===== config.mk =====
export PLATFORM = sky130hd
export DESIGN_NAME = usb_ep_buf_alloc
export DESIGN_NICKNAME = d
export VERILOG_FILES = /design/src/rtl/usb_eba_pkg.sv /design/src/rtl/ep_layout.sv /design/src/rtl/ep_match.sv /design/src/rtl/ep_pingpong.sv /design/src/rtl/usb_ep_buf_alloc.sv
export SDC_FILE = /design/constraint.sdc
export NUM_CORES = 1
export LEC_CHECK = 0
export ABC_CLOCK_PERIOD_IN_PS = 3400
export BUFFER_PORTS_ARGS = -buffer_cell sky130_fd_sc_hd__buf_2
export CAP_MARGIN = 20
export CORE_MARGIN = 8
export CORE_UTILIZATION = 60
export CTS_CLUSTER_DIAMETER = 200
export CTS_CLUSTER_SIZE = 24
export DETAILED_ROUTE_END_ITERATION = 6
export PLACE_DENSITY = 0.85
export SLEW_MARGIN = 15
export SYNTH_ARGS = -nofsm -noshare
export SYNTH_HDL_FRONTEND = slang
export SYNTH_SLANG_ARGS = --single-unit

===== constraint.sdc =====
create_clock -name clk -period 3.4 [get_ports clk]
set_clock_uncertainty 0.15 [all_clocks]
set_input_delay 0.68 -clock clk [delete_from_list [all_inputs] [get_ports clk]]
set_output_delay 0.68 -clock clk [all_outputs]
set_load 0.01 [all_outputs]

===== src/rtl/usb_eba_pkg.sv =====
package usb_eba_pkg;
  localparam int NSLOT      = 3;
  localparam int SRAM_BYTES = 256;
  localparam int EP0_BYTES  = 64;
  localparam int MIN_PKT    = 8;
  localparam int NUM_W      = 4;
  localparam int PSZ_W      = 2;
  localparam int TYPE_W     = 2;
  localparam int AW         = $clog2(SRAM_BYTES);
  localparam int TW         = AW + 3;
  localparam int LEN_W      = $clog2(EP0_BYTES) + 1;
  localparam int SLOT_W     = (NSLOT > 1) ? $clog2(NSLOT) : 1;

  typedef enum logic [TYPE_W-1:0] {
    XT_CTRL = 2'd0,
    XT_ISO  = 2'd1,
    XT_BULK = 2'd2,
    XT_INTR = 2'd3
  } xfer_type_t;

  typedef struct packed {
    logic             en;
    logic             dir_in;
    logic             dbuf;
    logic [NUM_W-1:0] num;
    logic [LEN_W-1:0] mps;
    logic [TW-1:0]    base;
  } slot_t;
endpackage


===== src/rtl/ep_layout.sv =====
module ep_layout
  import usb_eba_pkg::*;
(
  input  logic                     clk,
  input  logic                     rst_n,
  input  logic [NSLOT-1:0]         cfg_en,
  input  logic [NSLOT-1:0]         cfg_dir_in,
  input  logic [NSLOT-1:0]         cfg_dbuf,
  input  logic [NSLOT*PSZ_W-1:0]   cfg_psize,
  input  logic [NSLOT*NUM_W-1:0]   cfg_epnum,
  input  logic [NSLOT*TYPE_W-1:0]  cfg_type,
  output slot_t [NSLOT-1:0]        lay_q,
  output logic                     err_q
);
  slot_t [NSLOT-1:0] lay_d;
  logic              err_d;
  logic [LEN_W-1:0]  mps_c  [NSLOT];
  logic [TW-1:0]     base_c [NSLOT];
  logic [TW-1:0]     run;
  logic              over, dup, bad;

  always_comb begin
    run = TW'(EP0_BYTES);
    dup = 1'b0;
    bad = 1'b0;
    for (int i = 0; i < NSLOT; i++) begin
      mps_c[i]  = LEN_W'(MIN_PKT) << cfg_psize[i*PSZ_W +: PSZ_W];
      base_c[i] = run;
      if (cfg_en[i]) begin
        run = run + (cfg_dbuf[i] ? (TW'(mps_c[i]) << 1) : TW'(mps_c[i]));
        if ((cfg_type[i*TYPE_W +: TYPE_W] == XT_CTRL) ||
            (cfg_type[i*TYPE_W +: TYPE_W] == XT_ISO)  ||
            (cfg_epnum[i*NUM_W +: NUM_W] == '0))
          bad = 1'b1;
      end
      for (int j = 0; j < i; j++) begin
        if (cfg_en[i] && cfg_en[j] &&
            (cfg_epnum[i*NUM_W +: NUM_W] == cfg_epnum[j*NUM_W +: NUM_W]) &&
            (cfg_dir_in[i] == cfg_dir_in[j]))
          dup = 1'b1;
      end
    end
    over  = run > TW'(SRAM_BYTES);
    err_d = over | dup | bad;
    for (int i = 0; i < NSLOT; i++) begin
      lay_d[i].en     = cfg_en[i] & ~err_d;
      lay_d[i].dir_in = cfg_dir_in[i];
      lay_d[i].dbuf   = cfg_dbuf[i] & cfg_en[i] & ~err_d;
      lay_d[i].num    = cfg_epnum[i*NUM_W +: NUM_W];
      lay_d[i].mps    = mps_c[i];
      lay_d[i].base   = base_c[i];
    end
  end

  always_ff @(posedge clk or negedge rst_n) begin
    if (!rst_n) begin
      lay_q <= '0;
      err_q <= 1'b0;
    end else begin
      lay_q <= lay_d;
      err_q <= err_d;
    end
  end
endmodule


===== src/rtl/ep_match.sv =====
module ep_match
  import usb_eba_pkg::*;
(
  input  slot_t [NSLOT-1:0]  lay,
  input  logic [NSLOT-1:0]   pp,
  input  logic [NUM_W-1:0]   tok_num,
  input  logic               tok_dir_in,
  output logic               m_hit,
  output logic               m_ep0,
  output logic [SLOT_W-1:0]  m_slot,
  output logic [TW-1:0]      m_base,
  output logic [LEN_W-1:0]   m_len
);
  always_comb begin
    m_hit  = 1'b0;
    m_ep0  = 1'b0;
    m_slot = '0;
    m_base = '0;
    m_len  = '0;
    if (tok_num == '0) begin
      m_hit = 1'b1;
      m_ep0 = 1'b1;
      m_len = LEN_W'(EP0_BYTES);
    end else begin
      for (int i = NSLOT - 1; i >= 0; i--) begin
        if (lay[i].en && (lay[i].num == tok_num) && (lay[i].dir_in == tok_dir_in)) begin
          m_hit  = 1'b1;
          m_slot = SLOT_W'(i);
          m_len  = lay[i].mps;
          m_base = lay[i].base + ((lay[i].dbuf && pp[i]) ? TW'(lay[i].mps) : '0);
        end
      end
    end
  end
endmodule


===== src/rtl/ep_pingpong.sv =====
module ep_pingpong
  import usb_eba_pkg::*;
(
  input  logic             clk,
  input  logic             rst_n,
  input  logic [NSLOT-1:0] tog,
  output logic [NSLOT-1:0] pp_q
);
  logic [NSLOT-1:0] pp_d;

  for (genvar g = 0; g < NSLOT; g++) begin : g_pp
    assign pp_d[g] = ~pp_q[g];
    always_ff @(posedge clk or negedge rst_n) begin
      if (!rst_n)
        pp_q[g] <= 1'b0;
      else if (tog[g])
        pp_q[g] <= pp_d[g];
    end
  end
endmodule


===== src/rtl/usb_ep_buf_alloc.sv =====
module usb_ep_buf_alloc
  import usb_eba_pkg::*;
(
  input  logic                     clk,
  input  logic                     rst_n,
  input  logic [NSLOT-1:0]         cfg_en,
  input  logic [NSLOT-1:0]         cfg_dir_in,
  input  logic [NSLOT-1:0]         cfg_dbuf,
  input  logic [NSLOT*PSZ_W-1:0]   cfg_psize,
  input  logic [NSLOT*NUM_W-1:0]   cfg_epnum,
  input  logic [NSLOT*TYPE_W-1:0]  cfg_type,
  input  logic                     tok_valid,
  input  logic [NUM_W-1:0]         tok_epnum,
  input  logic                     tok_dir_in,
  input  logic                     xfer_done,
  input  logic                     xfer_ok,
  output logic                     rsp_valid,
  output logic                     rsp_hit,
  output logic                     rsp_nomatch,
  output logic [AW-1:0]            rsp_base,
  output logic [LEN_W-1:0]         rsp_len,
  output logic                     cfg_err,
  output logic [NSLOT-1:0]         cpu_half
);
  logic [1:0] rst_ff;
  logic       rst_sync_n;

  always_ff @(posedge clk or negedge rst_n) begin
    if (!rst_n) rst_ff <= 2'b00;
    else        rst_ff <= {rst_ff[0], 1'b1};
  end
  assign rst_sync_n = rst_ff[1];

  slot_t [NSLOT-1:0] lay_q;
  logic [NSLOT-1:0]  pp_q;
  logic [NSLOT-1:0]  tog;
  logic              m_hit, m_ep0;
  logic [SLOT_W-1:0] m_slot;
  logic [TW-1:0]     m_base;
  logic [LEN_W-1:0]  m_len;

  ep_layout u_layout (
    .clk(clk), .rst_n(rst_sync_n),
    .cfg_en(cfg_en), .cfg_dir_in(cfg_dir_in), .cfg_dbuf(cfg_dbuf),
    .cfg_psize(cfg_psize), .cfg_epnum(cfg_epnum), .cfg_type(cfg_type),
    .lay_q(lay_q), .err_q(cfg_err)
  );

  ep_match u_match (
    .lay(lay_q), .pp(pp_q), .tok_num(tok_epnum), .tok_dir_in(tok_dir_in),
    .m_hit(m_hit), .m_ep0(m_ep0), .m_slot(m_slot), .m_base(m_base), .m_len(m_len)
  );

  ep_pingpong u_pp (
    .clk(clk), .rst_n(rst_sync_n), .tog(tog), .pp_q(pp_q)
  );

  logic              rsp_valid_d, rsp_hit_d, rsp_nomatch_d;
  logic [AW-1:0]     rsp_base_d;
  logic [LEN_W-1:0]  rsp_len_d;
  logic              last_valid_q, last_valid_d;
  logic [SLOT_W-1:0] last_slot_q, last_slot_d;

  always_comb begin
    rsp_valid_d   = tok_valid;
    rsp_hit_d     = tok_valid & m_hit;
    rsp_nomatch_d = tok_valid & ~m_hit;
    rsp_base_d    = (tok_valid & m_hit) ? m_base[AW-1:0] : '0;
    rsp_len_d     = (tok_valid & m_hit) ? m_len : '0;
    last_valid_d  = last_valid_q;
    last_slot_d   = last_slot_q;
    tog           = '0;
    if (xfer_done) begin
      last_valid_d = 1'b0;
      for (int i = 0; i < NSLOT; i++)
        if (xfer_ok && last_valid_q && (last_slot_q == SLOT_W'(i)) && lay_q[i].dbuf)
          tog[i] = 1'b1;
    end
    if (tok_valid) begin
      last_valid_d = m_hit & ~m_ep0;
      last_slot_d  = m_slot;
    end
  end

  always_ff @(posedge clk or negedge rst_sync_n) begin
    if (!rst_sync_n) begin
      rsp_valid    <= 1'b0;
      rsp_hit      <= 1'b0;
      rsp_nomatch  <= 1'b0;
      rsp_base     <= '0;
      rsp_len      <= '0;
      last_valid_q <= 1'b0;
      last_slot_q  <= '0;
    end else begin
      rsp_valid    <= rsp_valid_d;
      rsp_hit      <= rsp_hit_d;
      rsp_nomatch  <= rsp_nomatch_d;
      rsp_base     <= rsp_base_d;
      rsp_len      <= rsp_len_d;
      last_valid_q <= last_valid_d;
      last_slot_q  <= last_slot_d;
    end
  end

  always_comb begin
    for (int i = 0; i < NSLOT; i++)
      cpu_half[i] = lay_q[i].dbuf & ~pp_q[i];
  end
endmodule


==> results of run 1 <==
-- metrics by stage --
stage / hold WS (ns) / utilization / setup slack, ns / area [um2]
CTS: 0.2103 / 0.7829 / -0.1281 / 4886
floorplan: 0.1812 / - / -0.4246 / 3894
detailed placement: 0.1903 / 0.7111 / -0.6983 / 4438
global placement: 0.1860 / 0.7111 / -0.6184 / 4438
global route: 0.2237 / 0.7919 / -0.2539 / 4942
finish: 0.2067 / 0.7919 / -0.2029 / 4942
-- cell usage after synthesis (2+ instances only) --
cell type,instances,area share
dfrtp_1,65,0.43
xor2_1,27,0.062
ha_1,20,0.066
nor2b_1,19,0.031
nand2_1,17,0.017
xnor2_1,17,0.039
and3_1,15,0.025
nand3_1,14,0.019
nor2_1,14,0.014
a21oi_1,13,0.017
nor3_1,10,0.013
o21ai_0,8,0.011
a21o_1,6,0.012
a221oi_1,6,0.014
and2_1,6,0.0099
buf_4,6,0.012
inv_1,6,0.0059
nor4_1,5,0.0083
o41ai_1,5,0.012
a22oi_1,4,0.0079
clkbuf_1,4,0.0040
fa_1,4,0.021
nand4_1,4,0.0066
buf_2,3,0.0040
mux2_2,3,0.0089
nand2b_1,3,0.0050
a211oi_1,2,0.0040
a21oi_2,2,0.0046
a31oi_1,2,0.0033
buf_6,2,0.0059
conb_1,2,0.0020
nand3_2,2,0.0053
o21a_1,2,0.0040
o31ai_4,2,0.011
or3_1,2,0.0033
-- layer usage --
layer	part of all wire	routed length [um]	GRT usage
met1	0.39	4011	0.2775
met2	0.52	5349	0.4120
met3	0.054	554	0.03780
met4	0.033	339	0.1229
met5	0	0	0
-- sequential cells by signal, summed over array words and instances (netlist names) --
signal and cells:
u_layout.lay_q 44, rsp_base 5, rsp_len 4, u_pp.pp_q 3
last_slot_q 2, rst_ff 2, last_valid_q 1, rsp_hit 1
rsp_nomatch 1, rsp_valid 1, u_layout.err_q 1
-- power by group through the flow --
stage               Combinational [mW]  Clock, mW  Sequential [mW]
floorplan                        0.208          0            0.850
global placement                 0.328          0            0.852
detailed placement               0.343          0            0.853
CTS                              0.402      0.620            0.839
global route                     0.464      0.652            0.843
finish                           0.434      0.607            0.838
-- worst max-delay path by stage --
| stage | from | end | slack, ns |
|---|---|---|---|
| floorplan | cfg_psize[0] | u_layout.err_q | -0.42 |
| global placement | cfg_dbuf[0] | u_layout.err_q | -0.62 |
| detailed placement | cfg_dbuf[0] | u_layout.err_q | -0.70 |
| CTS | cfg_psize[0] | u_layout.err_q | -0.13 |
| global route | cfg_dbuf[0] | u_layout.lay_q[22] | -0.25 |
| finish | cfg_dbuf[0] | u_layout.err_q | -0.20 |
-- logic make-up (layout without fill, tap and decap cells) --
group	after synthesis	count (layout)
AND/OR/NAND/NOR	119	119
AO/OA/AOI/OAI	70	70
flip-flops	65	65
XOR/XNOR	46	46
adder cells (fa/ha/maj)	24	24
buffers and inverters	23	129
multiplexers	5	5
other	2	8
-- final cells by class --
cell class / instances / area (um2)
multi-input combinational: 272 / 2318
sequential: 65 / 1628
fill: 382 / 1299
timing repair buffer: 106 / 686.9
clock buffer: 10 / 137.6
tap: 77 / 96.34
clock inverter: 6 / 48.80
inverter: 7 / 26.28
-- timing repair --
| action | in CTS | in global routing |
|---|---|---|
| endpoints found under the setup margin | 7 | 7 |
| endpoints found under the hold margin | 2 | 0 |
| buffers inserted | 11 | 1 |
| pin swaps | 20 | 10 |
| gates resized for setup | 34 | 10 |
| hold buffers | 1 | 0 |
==> implementation parameters, run 1 <==
Parameter                              Value

Route
  Post-detailed-route count of antenna-violating nets    0
  Total number of vias    3248
  Violation count after the first detailed-route iteration    201
  Detailed-route vias per instance    5.982
  Number of design rule violations left after detail routing    0
  Final routed wirelength across all metal layers    10.26 mm
  Detailed Routing Iterations Pass 1    4
  Post-DR wirelength/cell    18.89 um

Critical path
  Reg2reg setup slack    0.94 ns
  Largest delay share family, worst path    compound AO/OA/AOI/OAI gates
  Capturing point of the worst reg2reg path    rsp_base[7]
  Critical-path top delay cell    or3b_1
  Worst-case reg-to-reg path depth    8
  Maximum net fanout on the critical path    7
  Number of buffers and inverters on the critical path    2
  Number of gates on the worst path with buffers counted    16
  Delay of the slowest critical-path stage    0.39 ns
  CP Launch Type    input pin
  Critical path capture point type    register
  Arrival @ worst endpoint    3.68 ns
  Worst Path Required    3.48 ns
  R2r startpoint    u_layout.lay_q[72]
  Kind of critical path    input pin to register
  Critical path cell sequence    buf_6 > or3b_1 > a21boi_2 > ha_4 > a21oi_4 > buf_4 > o21ai_2 > nor2b_1 > mux2_4 > ha_4 > nand2_4 > o21ai_4 > o211a_1 > and4b_1 > o21ai_4 > a211o_1

Floorplanning
  Top-level I/O count    65
  Area inside the core boundary    0.006241 mm2
  Die area    0.009106 mm2
  Row count    29
  Height of the chip    95.43 um
  DIE WIDTH    95.43 um
  Starting Density    0.6065

STA
  Setup TNS    -1.188 ns
  Worst-case setup margin in the final layout    -0.2029 ns
  Ratio of final minimum period to clock period    1.060
  Peak clock frequency supported by timing    277.6 MHz
  Final hold violations    0
  Final Max Tran Viols    0
  Worst rel slew slack    0.4220
  Crit path time final    3.603 ns
  Final-report setup violation count    7
  Tightest Pin Transition    0.8670 ns
  Unrepaired setup endpoints after global routing    true

Yosys
  Yosys warnings    0
  Post-Syn Area per Cell    10.69 um2
  Synthesized netlist cell count    354
  Largest family of logic cells by synthesized area    simple AND/OR/NAND/NOR gates
  Sequential element share of the synthesized area    0.4298
  Post-synthesis register bit count    65
  Cell variety after synth    67
  Share of synthesized registers carrying an async set or reset    1.000
  Summed instance area of the synthesized netlist    0.003785 mm2
  Arithmetic-cell share of the synthesized area counting full adders, half adders and majority gates    0.08727
  Post-Synth XOR/XNOR Area    0.1121
  Post-synthesis compound-gate area fraction    0.1445
  Simple-gate portion of the synthesized area    0.1742
  Top flip-flop cell by instance count after synthesis    dfrtp_1
  Mux cell area share after synthesis    0.01554
  Number of enable-type register cells in the synthesized netlist    0

Run status
  Failing checks    negative setup slack
  Run status    finished, violations left

Power
  Logic gate share of total power    0.231
  Switching part of the total power    0.3020
  Clock network fraction of total power    0.323
  Power dissipated by switching net loads    0.5673 mW
  Cell-internal power    1.311 mW
  Peak supply drop    0.3643 mV
  Total power density per cell area    380.1 mW/mm2
  Total power of the final layout    1.878 mW
  Sequential group share of total power    0.446
  Leak Pwr    2.449 nW

CTS
  H-tree lvl count    3
  Latest clock arrival within the worst-skew pair    0.34 ns
  TritonCTS clock tree    yes
  CTS max path bufs    2
  CTS Root Buffer Type    clkbuf_8
  Total clock buffers created by CTS    9
  Sink count of the clock tree    65
  Clock transition at the register clock pins on the worst setup and hold paths after CTS    0.08 ns

Worst hold path
  Sink of the worst hold path    rst_ff[1]
  Hold Crit Class    register to register
  Worst min-delay path startpoint    rst_ff[0]
  Count of cells along the worst hold path    0

Global routing
  Antenna violations before repair    0
  Vias in the first global route    3414
  Overflow left after global routing    0
  First-pass GRT wire length    16.60 mm
  Aggregate global-route resource usage    0.2372
  Pin count of the biggest net entering global routing    42

Final layout
  Commonest cells after routing, fill and taps aside    dfrtp_1, buf_2, buf_4, xor2_1, nor2b_1
  Fraction of layout instances using a drive strength above 1    0.3777
  Commonest non-fill, non-tap cell in the layout    dfrtp_1
  Final cell count without fillers    543
  Area growth from synthesis to final layout    30.58%
  Number of diodes    0
  Nets    528

Placement
  Dpl cells    514
  Port-buffer cells    55
  Routability congestion estimate    0.9298
  Placed wire-length estimate    6.985 mm

Job
  Max-capacitance violation count    0
Power figures use the tool's default switching activity.
==> run 2, diff against run 1 <==
--- a/config.mk
+++ b/config.mk
@@ -14,6 +14,7 @@
 export CTS_CLUSTER_SIZE = 24
 export DETAILED_ROUTE_END_ITERATION = 6
 export PLACE_DENSITY = 0.85
+export REMOVE_ABC_BUFFERS = 1
 export SLEW_MARGIN = 15
 export SYNTH_ARGS = -nofsm -noshare
 export SYNTH_HDL_FRONTEND = slang
==> run 2 against run 1 <==
The flow still finishes with violations (negative setup slack). Design area rose by 1.1%. Total power rose by 0.51%. Global-route usage rose by 0.36 points. Setup slack got worse by 0.063 ns. Combinational power fell by 1%. Maximum frequency fell by 1.7%. Clock power rose by 2%. Hold slack improved by 0.0049 ns. Sequential share of layout area fell by 0.35 points. Via count rose by 0.49%. Die area did not move. Sequential power barely moved. Largest power group unchanged.
==> implementation parameters, run 2 (synthesis gave the netlist of run 1 again) <==
Parameter                              Value

Run status
  Run status    finished, violations left
  Failing checks    negative setup slack

Final layout
  Top register by number of flip-flops    u_layout.lay_q
  Fraction of layout instances using a drive strength above 1    0.3924 (+0.01472)
  Largest registers    u_layout.lay_q: 44 flops, rsp_base: 5 flops, rsp_len: 4 flops
  Commonest cells after routing, fill and taps aside    dfrtp_1, buf_2, buf_4, xor2_1, nor2b_1
  Area growth from synthesis to final layout    32.00%
  Layout Utilization    0.8005 (+0.008620)
  Number of diodes    0 (unchanged)
  Max FFs per register    44 (unchanged)
  Nets    537 (+1.7%)
  Final design instance area without fill    0.004996 mm2 (+1.1%)
  Commonest non-fill, non-tap cell in the layout    dfrtp_1

Placement
  Placed cell area    0.004428 mm2 (-0.23%)
  Port-buffer cells    55 (unchanged)
  Placed wire-length estimate    7.264 mm (+4.0%)
  Worst slack at placement    -0.8352 ns (-0.1369 ns)
  Routability congestion estimate    0.8956 (-3.7%)

Global routing
  Pin count of the biggest net entering global routing    44 (+4.8%)
  Overflow left after global routing    0 (unchanged)
  Antenna violations before repair    0 (unchanged)
  Aggregate global-route resource usage    0.2408 (+0.003566)
  First-pass GRT wire length    16.75 mm (+0.92%)
  Vias in the first global route    3388 (-0.76%)

Floorplanning
  Top-level I/O count    65 (unchanged)
  Height of the chip    95.43 um (unchanged)
  Row count    29 (unchanged)
  Area inside the core boundary    0.006241 mm2 (unchanged)
  Starting Density    0.6065 (unchanged)
  Die area    0.009106 mm2 (unchanged)
  DIE WIDTH    95.43 um (unchanged)

STA
  Worst-case setup margin in the final layout    -0.2656 ns (-0.06274 ns)
  Final hold violations    0 (unchanged)
  Final-report setup violation count    7 (unchanged)
  Ratio of final minimum period to clock period    1.078 (+0.01845)
  Crit path time final    3.666 ns (+0.06274 ns)
  Tightest Pin Transition    0.9006 ns (+0.03362 ns)
  Setup TNS    -1.557 ns (-0.3690 ns)
  Unrepaired setup endpoints after global routing    true
  Peak clock frequency supported by timing    272.8 MHz (-1.7%)
  Final Max Tran Viols    0 (unchanged)
  Worst rel slew slack    0.3996 (-0.02241)
  Worst Hold Slack    0.2116 ns (+0.004888 ns)

CTS
  Total clock buffers created by CTS    9 (unchanged)
  CTS Root Buffer Type    clkbuf_8
  TritonCTS clock tree    yes
  Latest clock arrival within the worst-skew pair    0.34 ns (about the same)
  H-tree lvl count    3 (unchanged)
  CTS max path bufs    2 (unchanged)
  Sink count of the clock tree    65 (unchanged)
  Clock transition at the register clock pins on the worst setup and hold paths after CTS    0.07 ns (about the same)

Job
  Max-capacitance violation count    0 (unchanged)

Critical path
  Critical-path top delay cell    or3b_4
  Kind of critical path    input pin to register
  Critical Path Most Common Cell    buf_6
  Maximum net fanout on the critical path    4 (-3)
  Delay of the slowest critical-path stage    0.40 ns (about the same)
  Arrival @ worst endpoint    3.73 ns (+0.05 ns)
  Worst Path Required    3.46 ns (-0.02 ns)
  Critical path capture point type    register
  Critical path cell sequence    buf_8 > buf_6 > or3b_4 > a21boi_4 > ha_4 > buf_6 > a21oi_4 > and3_4 > o31ai_4 > ha_1 > a21oi_2 > buf_4 > xor2_1 > nand2_1 > o22ai_2 > o21ai_2 > a211o_1
  CP Launch Type    input pin

Worst hold path
  Hold Crit Class    register to register

Power
  Total power density per cell area    377.9 mW/mm2 (-0.57%)
  Peak supply drop    0.3026 mV (-17%)
  Leak Pwr    2.492 nW (+1.8%)

Route
  Detailed Routing Iterations Pass 1    4 (unchanged)
  Violation count after the first detailed-route iteration    197 (-2.0%)
  Detailed-route vias per instance    5.924 (-0.97%)
  Total number of vias    3264 (+0.49%)
  Post-DR wirelength/cell    19.47 um (+3.1%)
  Number of design rule violations left after detail routing    0 (unchanged)
  Post-detailed-route count of antenna-violating nets    0 (unchanged)
  Final routed wirelength across all metal layers    10.73 mm (+4.6%)
## run 2: changes by cell type in the layout (fill, tap and decap cells not counted), sizes merged
cell / before / now
inv: 10 / 7
buf: 105 / 113
clkinv: 0 / 3
bufinv: 0 / 1
clkinvlp: 3 / 2
## run 2: what timing repair did
item | in CTS | in global routing
setup buffers | 12 | 0
pin swaps | 30 | 25
hold buffers | 1 | 0
endpoints found under the setup margin | 7 | 7
endpoints found under the hold margin | 2 | 0
gates resized for setup | 52 | 12
## run 2: where the power goes
part / internal [mW] / switching (mW)
clock network: 0.330 / 0.289
logic: 0.207 / 0.222
registers: 0.809 / 0.0305
## run 2: through the flow
| stage | total power [mW] | instances |
|---|---|---|
| 4_1_cts | 1.858 | 551 |
| 6_report | 1.888 | 551 |
| 3_3_place_gp | 1.176 | 523 |
| 3_5_place_dp | 1.192 | 523 |
| 2_1_floorplan | 1.024 | 344 |
| 5_1_grt | 1.962 | 551 |
## run 2: layout make-up
cell class                      instances  area (um2)
Tap cell                               77       96.34
Fill cell                             375        1245
Multi-Input combinational cell        272        2280
Clock buffer                            9       123.9
Clock inverter                          6       60.06
Inverter                                7       26.28
Sequential cell                        65        1628
Timing Repair Buffer                  115       782.0
## run 2: path summary, 6_finish.rpt
path | startpoint | to | slack [ns] | cells past startpoint
max | cfg_dbuf[0] | u_layout.err_q | -0.27 | 17
min | rst_ff[0] | rst_ff[1] | 0.21 | 0
min in group asynchronous | rst_ff[1] | rsp_len[4] | 0.25 | 0
min reg2reg | rst_ff[0] | rst_ff[1] | 0.21 | 0
max in group asynchronous | rst_ff[1] | u_layout.lay_q[28] | 2.03 | 1
max reg2reg | u_layout.lay_q[47] | rsp_base[7] | 0.93 | 8
## run 2: layer usage
| metal | vias up | GRT usage | part of all wire |
|---|---|---|---|
| met5 | - | 0 | 0 |
| met2 | 144 | 0.4200 | 0.51 |
| met4 | 0 | 0.1012 | 0.041 |
| met1 | 1592 | 0.2852 | 0.38 |
| li1 | 1488 | - | - |
| met3 | 40 | 0.04409 | 0.067 |
## run 2: critical path: cells and delay by family
| family | cells | cell delay [ns] |
|---|---|---|
| AO/OA/AOI/OAI | 7 | 1.10 |
| AND/OR/NAND/NOR | 3 | 0.74 |
| adder cells (fa/ha/maj) | 2 | 0.54 |
| buffers and inverters | 4 | 0.49 |
| XOR/XNOR | 1 | 0.17 |
==> run 3, diff against run 2 <==
--- a/config.mk
+++ b/config.mk
@@ -14,6 +14,7 @@
 export CTS_CLUSTER_SIZE = 24
 export DETAILED_ROUTE_END_ITERATION = 6
 export PLACE_DENSITY = 0.85
+export RECOVER_POWER = 100
 export REMOVE_ABC_BUFFERS = 1
 export SLEW_MARGIN = 15
 export SYNTH_ARGS = -nofsm -noshare
==> run 3 against run 2 <==
The run still ends with negative setup slack left. Utilization shrank 0.40 points. Design area shrank 0.50%. Flip-flop and latch count is the same. Total power shrank 0.31%. Clock power is essentially flat. Combinational power shrank 0.9%. Sequential power is essentially flat. Critical path depth is the same. Setup slack lost 0.023 ns. Critical endpoint unchanged. Largest cell class unchanged. Largest power group unchanged.
==> implementation parameters, run 3 (synthesis gave the netlist of run 1 again) <==
Parameter                              Value

Worst hold path
  Count of cells along the worst hold path    0 (unchanged)
  Hold Crit Class    register to register
  Worst min-delay path startpoint    rst_ff[0]
  Sink of the worst hold path    rst_ff[1]

STA
  Final Max Tran Viols    0 (unchanged)
  Worst-case setup margin in the final layout    -0.2885 ns (-0.02285 ns)
  Ratio of final minimum period to clock period    1.085 (+0.006721)
  Tightest Pin Transition    0.9150 ns (+0.01435 ns)
  Crit path time final    3.688 ns (+0.02285 ns)
  Final-report setup violation count    7 (unchanged)
  Final hold violations    0 (unchanged)
  Unrepaired setup endpoints after global routing    true
  Worst rel slew slack    0.3900 (-0.009568)
  Worst Hold Slack    0.2115 ns (-0.0001340 ns)
  Peak clock frequency supported by timing    271.1 MHz (-0.62%)

Floorplanning
  Area inside the core boundary    0.006241 mm2 (unchanged)
  Die area    0.009106 mm2 (unchanged)
  Height of the chip    95.43 um (unchanged)
  DIE WIDTH    95.43 um (unchanged)
  Row count    29 (unchanged)
  Starting Density    0.6065 (unchanged)
  Top-level I/O count    65 (unchanged)

CTS
  CTS Root Buffer Type    clkbuf_8
  TritonCTS clock tree    yes
  Latest clock arrival within the worst-skew pair    0.34 ns (about the same)
  Clock transition at the register clock pins on the worst setup and hold paths after CTS    0.07 ns (about the same)
  Sink count of the clock tree    65 (unchanged)
  H-tree lvl count    3 (unchanged)
  CTS max path bufs    2 (unchanged)
  Total clock buffers created by CTS    9 (unchanged)

Power
  Total power density per cell area    378.6 mW/mm2 (+0.19%)
  Leak Pwr    2.436 nW (-2.2%)
  Cell-internal power    1.343 mW (-0.29%)
  Switching part of the total power    0.2866 (about the same)
  Peak supply drop    0.3021 mV (-0.17%)
  Logic gate share of total power    0.226 (about the same)
  Clock network fraction of total power    0.328 (about the same)
  Sequential group share of total power    0.446 (about the same)
  Power dissipated by switching net loads    0.5394 mW (-0.36%)

Critical path
  Kind of critical path    input pin to register
  Capturing point of the worst reg2reg path    rsp_base[7]
  Reg2reg setup slack    0.91 ns (-0.02 ns)
  Worst Path Required    3.46 ns (about the same)
  Arrival @ worst endpoint    3.75 ns (+0.02 ns)
  Worst-case reg-to-reg path depth    8 (unchanged)
  CP Launch Type    input pin
  R2r startpoint    u_layout.lay_q[47]
  Critical path capture point type    register
  Maximum net fanout on the critical path    4 (unchanged)

Placement
  Placed wire-length estimate    7.264 mm (unchanged)
  Dpl cells    523 (unchanged)
  Routability congestion estimate    0.8956 (unchanged)
  Worst slack at placement    -0.8352 ns (unchanged)
  Port-buffer cells    55 (unchanged)

Final layout
  Final cell count without fillers    551 (unchanged)
  Number of diodes    0 (unchanged)
  Nets    537 (unchanged)
  Layout fillers    387 (+3.2%)
  Commonest non-fill, non-tap cell in the layout    dfrtp_1
  Commonest cells after routing, fill and taps aside    dfrtp_1, buf_4, buf_2, xor2_1, clkbuf_1
  Area growth from synthesis to final layout    31.34%
  Largest registers    u_layout.lay_q: 44 flops, rsp_base: 5 flops, rsp_len: 4 flops
  Area taken by multi-input logic gates    0.002280 mm2 (unchanged)
  Layout Utilization    0.7965 (-0.004009)
  Fraction of layout instances using a drive strength above 1    0.3502 (-0.04219)
  Top register by number of flip-flops    u_layout.lay_q
  Max FFs per register    44 (unchanged)
  Reg area    0.001628 mm2 (unchanged)

Run status
  Run status    finished, violations left
  Failing checks    negative setup slack

Route
  Post-DR wirelength/cell    19.58 um (+0.57%)
  Total number of vias    3266 (+0.061%)
  Final routed wirelength across all metal layers    10.79 mm (+0.57%)
  Number of design rule violations left after detail routing    0 (unchanged)
  Detailed Routing Iterations Pass 1    5 (+1)
  Detailed-route vias per instance    5.927 (about the same)
  Post-detailed-route count of antenna-violating nets    0 (unchanged)
  Violation count after the first detailed-route iteration    191 (-3.0%)

Job
  Max-capacitance violation count    0 (unchanged)

Global routing
  Fraction of met1 tracks used by global routing    0.2852 (unchanged)
  Vias in the first global route    3388 (unchanged)
  GRT met3 Usage    0.04409 (unchanged)
  Met2 Resource Use GR    0.4200 (unchanged)
  Pin count of the biggest net entering global routing    44 (unchanged)
  Aggregate global-route resource usage    0.2408 (unchanged)
  First-pass GRT wire length    16.75 mm (unchanged)
  Overflow left after global routing    0 (unchanged)
  Busiest layer in global routing    met2
  Antenna violations before repair    0 (unchanged)
-- run 3: cell count changes in the layout (fill, tap and decap cells not counted) --
cell and change:
clkbuf_4 +1, clkbuf_1 +20, buf_4 -1, and2_0 +1, and2_1 -1, buf_2 -20
-- run 3: worst max-delay path by stage --
stage | startpoint | end | slack (ns) | depth (start not counted)
4_1_cts | cfg_psize[0] | u_layout.err_q | -0.11 | 17
6_report | cfg_dbuf[0] | u_layout.err_q | -0.29 | 17
3_5_place_dp | cfg_dbuf[0] | u_layout.lay_q[74] | -0.84 | 17
3_3_place_gp | cfg_dbuf[0] | u_layout.lay_q[47] | -0.69 | 18
5_1_grt | cfg_dbuf[0] | u_layout.err_q | -0.33 | 17
2_1_floorplan | cfg_dbuf[0] | u_layout.err_q | -0.62 | 16
-- run 3: critical path: stages --
cell,delay (ns)
buf_8,0.11
buf_6,0.12
or3b_4,0.40
a21boi_4,0.21
ha_4,0.25
buf_6,0.12
a21oi_4,0.13
and3_4,0.25
o31ai_4,0.08
ha_1,0.29
a21oi_2,0.18
buf_4,0.14
xor2_1,0.18
nand2_1,0.10
o22ai_2,0.12
o21ai_2,0.10
a211o_1,0.28
-- run 3: metrics by stage --
| stage | power, mW | TNS, ns | instance area, um2 |
|---|---|---|---|
| floorplan | 1.024 | -3.303 | 3702 |
| global route | 1.958 | -2.054 | 4971 |
| detailed placement | 1.192 | -5.495 | 4428 |
| CTS | 1.858 | -0.5353 | 4940 |
| finish | 1.882 | -1.626 | 4971 |
| global placement | 1.176 | -4.648 | 4428 |
-- run 3: cell type report --
cell class / instances / share of cell area
inverter: 7 / 0.005286
sequential: 65 / 0.3275
clock inverter: 6 / 0.01208
multi-input combinational: 272 / 0.4586
tap: 77 / 0.01938
timing repair buffer: 115 / 0.1523
clock buffer: 9 / 0.02492
-- run 3: per-layer routing --
layer / share of wire / up-vias
met5: 0 / -
met4: 0.039 / 0
met3: 0.070 / 35
met2: 0.51 / 158
met1: 0.39 / 1581
li1: - / 1492
-- run 3: what timing repair did --
| action | 4_1_cts | 5_1_grt |
|---|---|---|
| pin swaps | 30 | 25 |
| setup endpoints to repair | 7 | 7 |
| buffers inserted | 12 | 0 |
| hold buffers | 1 | 0 |
| endpoints found under the hold margin | 2 | 0 |
| resized for setup | 52 | 12 |
-- run 3: power groups by stage --
stage                     Clock (mW)  Combinational, mW  Sequential, mW
after floorplan                    0              0.174           0.850
after global placement             0              0.323           0.853
after detailed placement           0              0.337           0.855
after CTS                      0.625              0.393           0.841
after global routing           0.658              0.455           0.845
final                          0.617              0.425           0.840
